==> src/rtl/dramc_pkg.sv <==
package dramc_pkg;

  typedef enum logic [2:0] {
    ST_IDLE,
    ST_ROW,
    ST_COL,
    ST_DATA,
    ST_PRE,
    ST_RFA,
    ST_RFB
  } ctrlState_t;

  // strobes from the control FSM to the datapath
  typedef struct packed {
    logic accept;   // latch request fields
    logic rasOn;    // row strobe active
    logic casOn;    // column strobe active
    logic selCol;   // address mux: column field
    logic selRef;   // address mux: refresh row
    logic capture;  // end of data phase: ack and read sample
    logic refStep;  // advance refresh row counter
  } ctrlStrobes_t;

endpackage

==> src/rtl/dramc_ctrl.sv <==
module dramc_ctrl
  import dramc_pkg::*;
#(
  parameter int REFRESH_PERIOD = 1560
) (
  input  logic         clk,
  input  logic         rstN,
  input  logic         reqValid,
  output ctrlStrobes_t strobes
);

  localparam int TMR_W = $clog2(REFRESH_PERIOD + 1);
  localparam logic [TMR_W-1:0] TMR_LAST = TMR_W'(REFRESH_PERIOD - 1);

  ctrlState_t state, stateNext;
  logic [TMR_W-1:0] refTimer;
  logic refPending;
  logic takeRefresh;

  assign takeRefresh = (state == ST_IDLE) && refPending;

  // refresh interval timer and pending flag
  always_ff @(posedge clk) begin
    if (!rstN) begin
      refTimer   <= '0;
      refPending <= 1'b0;
    end else begin
      if (refTimer == TMR_LAST) begin
        refTimer   <= '0;
        refPending <= 1'b1;
      end else begin
        refTimer <= refTimer + 1'b1;
        if (takeRefresh) refPending <= 1'b0;
      end
    end
  end

  always_comb begin
    stateNext = state;
    case (state)
      ST_IDLE: begin
        if (refPending)    stateNext = ST_RFA;
        else if (reqValid) stateNext = ST_ROW;
      end
      ST_ROW:  stateNext = ST_COL;
      ST_COL:  stateNext = ST_DATA;
      ST_DATA: stateNext = ST_PRE;
      ST_RFA:  stateNext = ST_RFB;
      ST_RFB:  stateNext = ST_PRE;
      default: stateNext = ST_IDLE;
    endcase
  end

  always_ff @(posedge clk) begin
    if (!rstN) state <= ST_IDLE;
    else       state <= stateNext;
  end

  always_comb begin
    strobes         = '0;
    strobes.accept  = (state == ST_IDLE) && !refPending && reqValid;
    strobes.rasOn   = (state == ST_ROW) || (state == ST_COL) || (state == ST_DATA) ||
                      (state == ST_RFA) || (state == ST_RFB);
    strobes.casOn   = (state == ST_COL) || (state == ST_DATA);
    strobes.selCol  = strobes.casOn;
    strobes.selRef  = (state == ST_RFA) || (state == ST_RFB);
    strobes.capture = (state == ST_DATA);
    strobes.refStep = (state == ST_RFB);
  end

endmodule

==> src/rtl/dramc_dpath.sv <==
module dramc_dpath
  import dramc_pkg::*;
#(
  parameter int ROW_W  = 11,
  parameter int COL_W  = 11,
  parameter int DATA_W = 4,
  parameter int PIN_W  = 11
) (
  input  logic                   clk,
  input  logic                   rstN,
  input  ctrlStrobes_t           strobes,
  input  logic                   reqWrite,
  input  logic [ROW_W+COL_W-1:0] reqAddr,
  input  logic [DATA_W-1:0]      reqWdata,
  output logic                   reqAck,
  output logic [DATA_W-1:0]      rdData,
  output logic [PIN_W-1:0]       dramAddr,
  output logic                   dramRasN,
  output logic                   dramCasN,
  output logic                   dramWeN,
  output logic                   dramOeN,
  output logic [DATA_W-1:0]      dramDqOut,
  input  logic [DATA_W-1:0]      dramDqIn
);

  logic [ROW_W-1:0]  rowReg;
  logic [COL_W-1:0]  colReg;
  logic [DATA_W-1:0] dataReg;
  logic              writeReg;
  logic [ROW_W-1:0]  refRow;

  always_ff @(posedge clk) begin
    if (!rstN) begin
      rowReg   <= '0;
      colReg   <= '0;
      dataReg  <= '0;
      writeReg <= 1'b0;
      refRow   <= '0;
      reqAck   <= 1'b0;
      rdData   <= '0;
    end else begin
      if (strobes.accept) begin
        rowReg   <= reqAddr[ROW_W+COL_W-1:COL_W];
        colReg   <= reqAddr[COL_W-1:0];
        dataReg  <= reqWdata;
        writeReg <= reqWrite;
      end
      if (strobes.refStep) refRow <= refRow + 1'b1;
      reqAck <= strobes.capture;
      if (strobes.capture && !writeReg) rdData <= dramDqIn;
    end
  end

  always_comb begin
    if (strobes.selRef)      dramAddr = PIN_W'(refRow);
    else if (strobes.selCol) dramAddr = PIN_W'(colReg);
    else                     dramAddr = PIN_W'(rowReg);
  end

  assign dramRasN  = !strobes.rasOn;
  assign dramCasN  = !strobes.casOn;
  assign dramWeN   = !(strobes.casOn && writeReg);
  assign dramOeN   = !(strobes.casOn && !writeReg);
  assign dramDqOut = dataReg;

endmodule

==> src/rtl/dram_refresh_ctrl.sv <==
module dram_refresh_ctrl
  import dramc_pkg::*;
#(
  parameter int ROW_W          = 11,
  parameter int COL_W          = 11,
  parameter int DATA_W         = 4,
  parameter int REFRESH_PERIOD = 1560,
  localparam int ADDR_W        = ROW_W + COL_W,
  localparam int PIN_W         = (ROW_W > COL_W) ? ROW_W : COL_W
) (
  input  logic              clk,
  input  logic              rstN,
  input  logic              reqValid,
  input  logic              reqWrite,
  input  logic [ADDR_W-1:0] reqAddr,
  input  logic [DATA_W-1:0] reqWdata,
  output logic              reqAck,
  output logic [DATA_W-1:0] rdData,
  output logic [PIN_W-1:0]  dramAddr,
  output logic              dramRasN,
  output logic              dramCasN,
  output logic              dramWeN,
  output logic              dramOeN,
  output logic [DATA_W-1:0] dramDqOut,
  input  logic [DATA_W-1:0] dramDqIn
);

  ctrlStrobes_t strobes;

  dramc_ctrl #(
    .REFRESH_PERIOD(REFRESH_PERIOD)
  ) u_ctrl (
    .clk     (clk),
    .rstN    (rstN),
    .reqValid(reqValid),
    .strobes (strobes)
  );

  dramc_dpath #(
    .ROW_W (ROW_W),
    .COL_W (COL_W),
    .DATA_W(DATA_W),
    .PIN_W (PIN_W)
  ) u_dpath (
    .clk      (clk),
    .rstN     (rstN),
    .strobes  (strobes),
    .reqWrite (reqWrite),
    .reqAddr  (reqAddr),
    .reqWdata (reqWdata),
    .reqAck   (reqAck),
    .rdData   (rdData),
    .dramAddr (dramAddr),
    .dramRasN (dramRasN),
    .dramCasN (dramCasN),
    .dramWeN  (dramWeN),
    .dramOeN  (dramOeN),
    .dramDqOut(dramDqOut),
    .dramDqIn (dramDqIn)
  );

endmodule

==> config.mk <==
export PLATFORM = sky130hd
export DESIGN_NAME = dram_refresh_ctrl
export DESIGN_NICKNAME = d
export VERILOG_FILES = /design/src/rtl/dramc_pkg.sv /design/src/rtl/dramc_ctrl.sv /design/src/rtl/dramc_dpath.sv /design/src/rtl/dram_refresh_ctrl.sv
export SDC_FILE = /design/constraint.sdc
export NUM_CORES = 1
export LEC_CHECK = 0
export ABC_CLOCK_PERIOD_IN_PS = 1500
export CORE_ASPECT_RATIO = 1.2
export CORE_MARGIN = 1.5
export CORE_UTILIZATION = 47
export CTS_CLUSTER_SIZE = 28
export DETAILED_ROUTE_END_ITERATION = 7
export GPL_TIMING_DRIVEN = 0
export PLACE_DENSITY = 0.8
export SYNTH_ARGS = -nofsm -noshare
export SYNTH_HDL_FRONTEND = slang
export SYNTH_SLANG_ARGS = --single-unit
==> constraint.sdc <==
create_clock -name clk -period 1.5 [get_ports clk]
set_input_delay 0.225 -clock clk [delete_from_list [all_inputs] [get_ports clk]]
set_output_delay 0.225 -clock clk [all_outputs]
set_load 0.005 [all_outputs]
# Yosys cells after proc, flatten, opt, wreduce, memory -nomap -nowiden
# Cells that the tools add are included.
# totals
regBits	58
latchBits	0
ramBits	0
rom_bits	0
in_bits	34
output_inout_bits	24
word_cells	49
mem_count	0
# classes
addsub	2
mul	0
n_div	0
magnitude_cmp	0
eq_ne	7
shift	0
mux	7
n_bitwise	1
reduce_logical	22
# op_table
operator	n
$add A11 B1 Y11 const B	2
$mux W11	2
$pmux W3 S5	1
$eq A11 B11 Y1 const B	1
$eq A3 B2 Y1 const B	2
$eq A3 B3 Y1 const B	2
$logic_and A1 B1 Y1	6
$logic_not A1 Y1	6
$logic_or A1 B1 Y1	6
$mux W3	2
$reduce_or A2 Y1	2
$eq A3 B1 Y1 const B	1
$logic_not A3 Y1	1
$ne A3 B2 Y1 const B	1
$mux W1	2
$reduce_bool A2 Y1	1
$not A1 Y1	1

# Longest topological paths before layout
# logic_depth
depth_word	6
mapped_depth	5
ltp_nobuf	4

# By module
# A second synthesis with hierarchy kept.
# unflattened
hier_cells	282
hier_area_um2	2538.7
# modules_own_cells
mod	n_inst	cells_each	area_per_inst_um2	seq_area_each_um2
dramc_dpath	1	199	1833.0	860.8
dramc_ctrl	1	83	705.7	300.3

# Worst setup path after synthesis
# No wires, ideal clock.
# synth_path
path_type	flip-flop to flip-flop
startpoint	register u_ctrl.refTimer[0]
endpoint	register u_ctrl.refTimer[10]
setup_ps	70
arrival_ps	1338
required_ps	1430
setup_slack_ps	93
path_stages_with_launch	5
path_buffers	0
period_less_slack_ps	1407
cell_sequence	dfxtp_1 -> ha_1 -> nand4_1 -> or4_1 -> a21oi_1
# synth_between
elab_chain_len	2
elab_cells_between_ends	3
cone_classes	add/sub: 1; eq/ne: 1; reduce/logical: 1
# synth_rtl
element	line_no	source
start, declared	dramc_ctrl.sv:16	logic [TMR_W-1:0] refTimer;
start signal, assigned	dramc_ctrl.sv:32	refTimer <= refTimer + 1'b1;
parallel branches: the longest is 2 deep, another holds $add A11 B1 Y11	n/a	
# Parallel ways; which one is timed is not known.
# A chain may end at the register's enable or synchronous reset.

# Worst setup path after layout
# layout_path
startpoint	register u_ctrl.state[1]
endpoint	output dramAddr[9]
# layout_between
elab_chain_len	4
elab_cells_between_ends	8
cone_classes	eq/ne: 4; mux: 2; reduce/logical: 2
# layout_rtl
element	line_no	source
start, declared	dramc_ctrl.sv:15	ctrlState_t state, stateNext;
start signal, assigned	dramc_ctrl.sv:56	else state <= stateNext;
$eq A3 B2 Y1	dramc_ctrl.sv:64	strobes.casOn = (state == ST_COL) || (state == ST_DATA);
$logic_or A1 B1 Y1	dramc_ctrl.sv:64	
$mux W11	dramc_dpath.sv:56	else if (strobes.selCol) dramAddr = PIN_W'(colReg);
$mux W11 *	dramc_dpath.sv:55	if (strobes.selRef) dramAddr = PIN_W'(refRow);
end, declared	dram_refresh_ctrl.sv:19	output logic [PIN_W-1:0] dramAddr,
# Mark *: on every way between the ends. The rest lies on a longest branch, timed or not.

==> reports/results.tsv <==
metric	value	unit
outcome	finished, violations left	
violations	setup timing	
first_pass_iters	4	
first_global_vias	3048	
yosys-top-cells-count	dfxtp_1, and3_1, a21boi_0, o21a_1, a21oi_1	
die_y	90.11	microns
skew	0.007244	ns
synth_most_common_cell	dfxtp_1	
drc	0	
drt_iter0_markers	422	
rr_startpoint	u_ctrl.state[1]	
antennaDiodeCount	0	
synth_area_leaders	dfxtp_1, a21boi_0, o21a_1	
r2r-end	u_dpath.dramDqOut[2]	
place_area	3625	sq um
gp_congestion	0.7922	
critPathLaunchType	flop	
r2r_cells	6	
gr-total-overflow	0	
grt_max_degree	11	
hold_ws	0.2357	ns
clock_latency	0.36	ns
num_rows	31	
vdd_drop_max	747.4	uV
leakagePower	1.913	nW
rsz0062_at_grt	yes	
num_vias	3346	
synth_seq_cells	58	
drt_wl_total	12150	microns
tns	-6.296	ns
synth_edf_count	0	
synth_top_flop_cell	dfxtp_1	
cp.required	1.27	ns
synth_cell_types	42	
antenna_found_initial	0	
maxSlewHeadroom	61.53	%
path_buf_inv	3	
tightest_slew	0.5770	ns
seq_area_frac_synth	39.07	%
placed_cells	466	
report.final.slew_viol_count	0	
worst_slack	-0.4134	ns
dieWidth	75.59	microns
critPathArrivalTime	1.69	ns
crit_start	u_ctrl.state[1]	
hold_viol_final	0	
fin_crit_sh	127.6	%
final-setup-viol-count	45	
worstPathMaxFanout	4	
synthesis.instances	329	
syn_area_per_cell	9.032	sq um
path_class	flop to output port	
yosys.area.top_type_share	39.07	%
max_clock_freq	522.6	MHz
grtUsageTotal	29.16	%
r2r_setup_slack	-0.14	ns
grt_first_pass_wirelength	15010	microns
crit_cells	6	
area_delta_synth_final	62.23	%
ant_nets	0	
crit_path_end_kind	output port	
core	6090	sq um
numCtsBuffers	9	
worstSetupEndpoint	dramAddr[9]	
final_nets	471	
async_flop_share	0	%
ys_warn_count	0	
postCtsHoldBufs	0	
layout_min_cycle_time	1.913	ns
syn_area	2972	sq um
final_layout_size_suffix_gt1_share	35.23	%
cts_tree	yes	
avgRoutedWirePerCell	23.28	microns
holdCritPathClass	input port to flop	
dieArea	6811	sq um
cts_sinks	58	
cts_max_level	3	
start_util	48.80	%
path_clk_slew	0.06	ns
stdcell_count	522	
hpwlAfterDp	5557	microns
slowest_stage	dfxtp_4	
critical_path.top_delay_family	buffers and inverters	
via_per_inst	6.410	
cap_violations	0	
fin_area	4821	sq um
cts_root_buffer	clkbuf_8	
cp_slowest_stage_delay	0.37	ns
yosysTopAreaCell	dfxtp_1	
p_per_area	941.8	nW/um^2
io_buffers	55	
synth.net_count	365	
ios	58	
clockBufferDepth	2	
crit_path_cell_trace	clkbuf_16 > xnor2_4 > buf_6 > o22ai_1 > a21oi_1 > buf_2	
## stage by stage
stage,util [%],total power [mW],setup WS (ns)
3_3_place_gp,59.52,2.484,-0.6066
3_5_place_dp,59.52,2.496,-0.6157
5_1_grt,79.17,4.655,-0.4157
4_1_cts,71.46,4.181,-0.3066
6_report,79.17,4.540,-0.4134
2_1_floorplan,-,2.151,0.09266
## flip-flops by register name, indices dropped and copies added, names as in the netlist
name	flops
u_dpath.reqAck	1
u_dpath.rdData	4
u_ctrl.refPending	1
u_dpath.dramDqOut	4
u_dpath.colReg	11
u_dpath.refRow	11
u_ctrl.state	3
u_ctrl.refTimer	11
u_dpath.rowReg	11
u_dpath.writeReg	1
## report_power, final
part           switching [mW]  internal [mW]  total [mW]  leakage, nW
combinational           0.603          0.774        1.38         1.34
sequential              0.111           1.61        1.72        0.479
clock                   0.684          0.755        1.44       0.0958
## kinds of logic (layout without fill, tap and decap cells)
group	count (synthesis)	count (layout)	synth area share [%]
compound gates	115	115	27.07
simple gates	98	98	20.51
flops	58	58	39.07
buf+inv	35	146	5.642
mux	15	15	5.095
xor+xnor	6	6	1.768
fa+ha+maj	2	2	0.8420
## cell usage in the layout, fill, tap and decap left out, drive strengths merged, types with 2 or more instances in the layout
master | Yosys | layout
o31ai | 8 | 8
nand3 | 7 | 7
buf | 9 | 63
a21boi | 27 | 27
a21o | 6 | 6
clkinv | 1 | 5
nand2b | 5 | 5
mux2i | 14 | 14
xnor2 | 2 | 2
nand3b | 2 | 2
nor4bb | 2 | 2
or4 | 7 | 7
and3 | 28 | 28
nor2 | 12 | 12
dfxtp | 58 | 58
ha | 2 | 2
nand4 | 4 | 4
nor4 | 5 | 5
clkdlybuf4s50 | 0 | 40
o21ai | 5 | 5
a21oi | 23 | 23
nor3b | 7 | 7
or3 | 4 | 4
clkbuf | 21 | 32
o32ai | 11 | 11
nand2 | 9 | 9
nor3 | 2 | 2
o21a | 27 | 27
xor2 | 4 | 4
inv | 4 | 4
o22ai | 5 | 5
## cell type report
cell class	instances	area (sq um)
fillers	335	1269
clock inverters	6	57.56
clock buffers	10	127.6
repair buffers	96	934.6
flip-flops and latches	58	1187
inverters	5	18.77
multi-input cells	236	2091
well taps	82	102.6
plain buffers	29	301.5
## layer usage
layer | vias up | wire length, microns | track usage (%)
li1 | 1441 | - | -
met1 | 1625 | 4602 | 32.96
met2 | 200 | 5877 | 47.51
met3 | 80 | 843 | 7.063
met4 | 0 | 831 | 18.15
met5 | - | 0 | 0
## how the worst min path moves through the flow
stage | from | endpoint | slack (ns) | cells past startpoint
finish | rstN | u_dpath.refRow[9] | 0.24 | 3
global route | rstN | u_ctrl.refTimer[1] | 0.24 | 2
CTS | rstN | u_dpath.refRow[9] | 0.23 | 3
detailed placement | u_ctrl.refTimer[0] | u_ctrl.refTimer[0] | 0.44 | 1
global placement | u_ctrl.refTimer[0] | u_ctrl.refTimer[0] | 0.43 | 1
floorplan | dramDqIn[0] | u_dpath.rdData[0] | 0.37 | 2
## repair_timing
item                                   4_1_cts  5_1_grt
cloned                                       5        3
endpoints found under the hold margin        0        0
buffers inserted                            18       16
pin swaps                                   18       55
gates resized for setup                    137       96
setup endpoints to repair                   45       63
## tightest hold or removal path, cell delays in order
cell and delay [ns]:
buf_2 0.17, nand2b_1 0.09, mux2i_1 0.06
No activity file was read; power rests on OpenSTA's default activity.
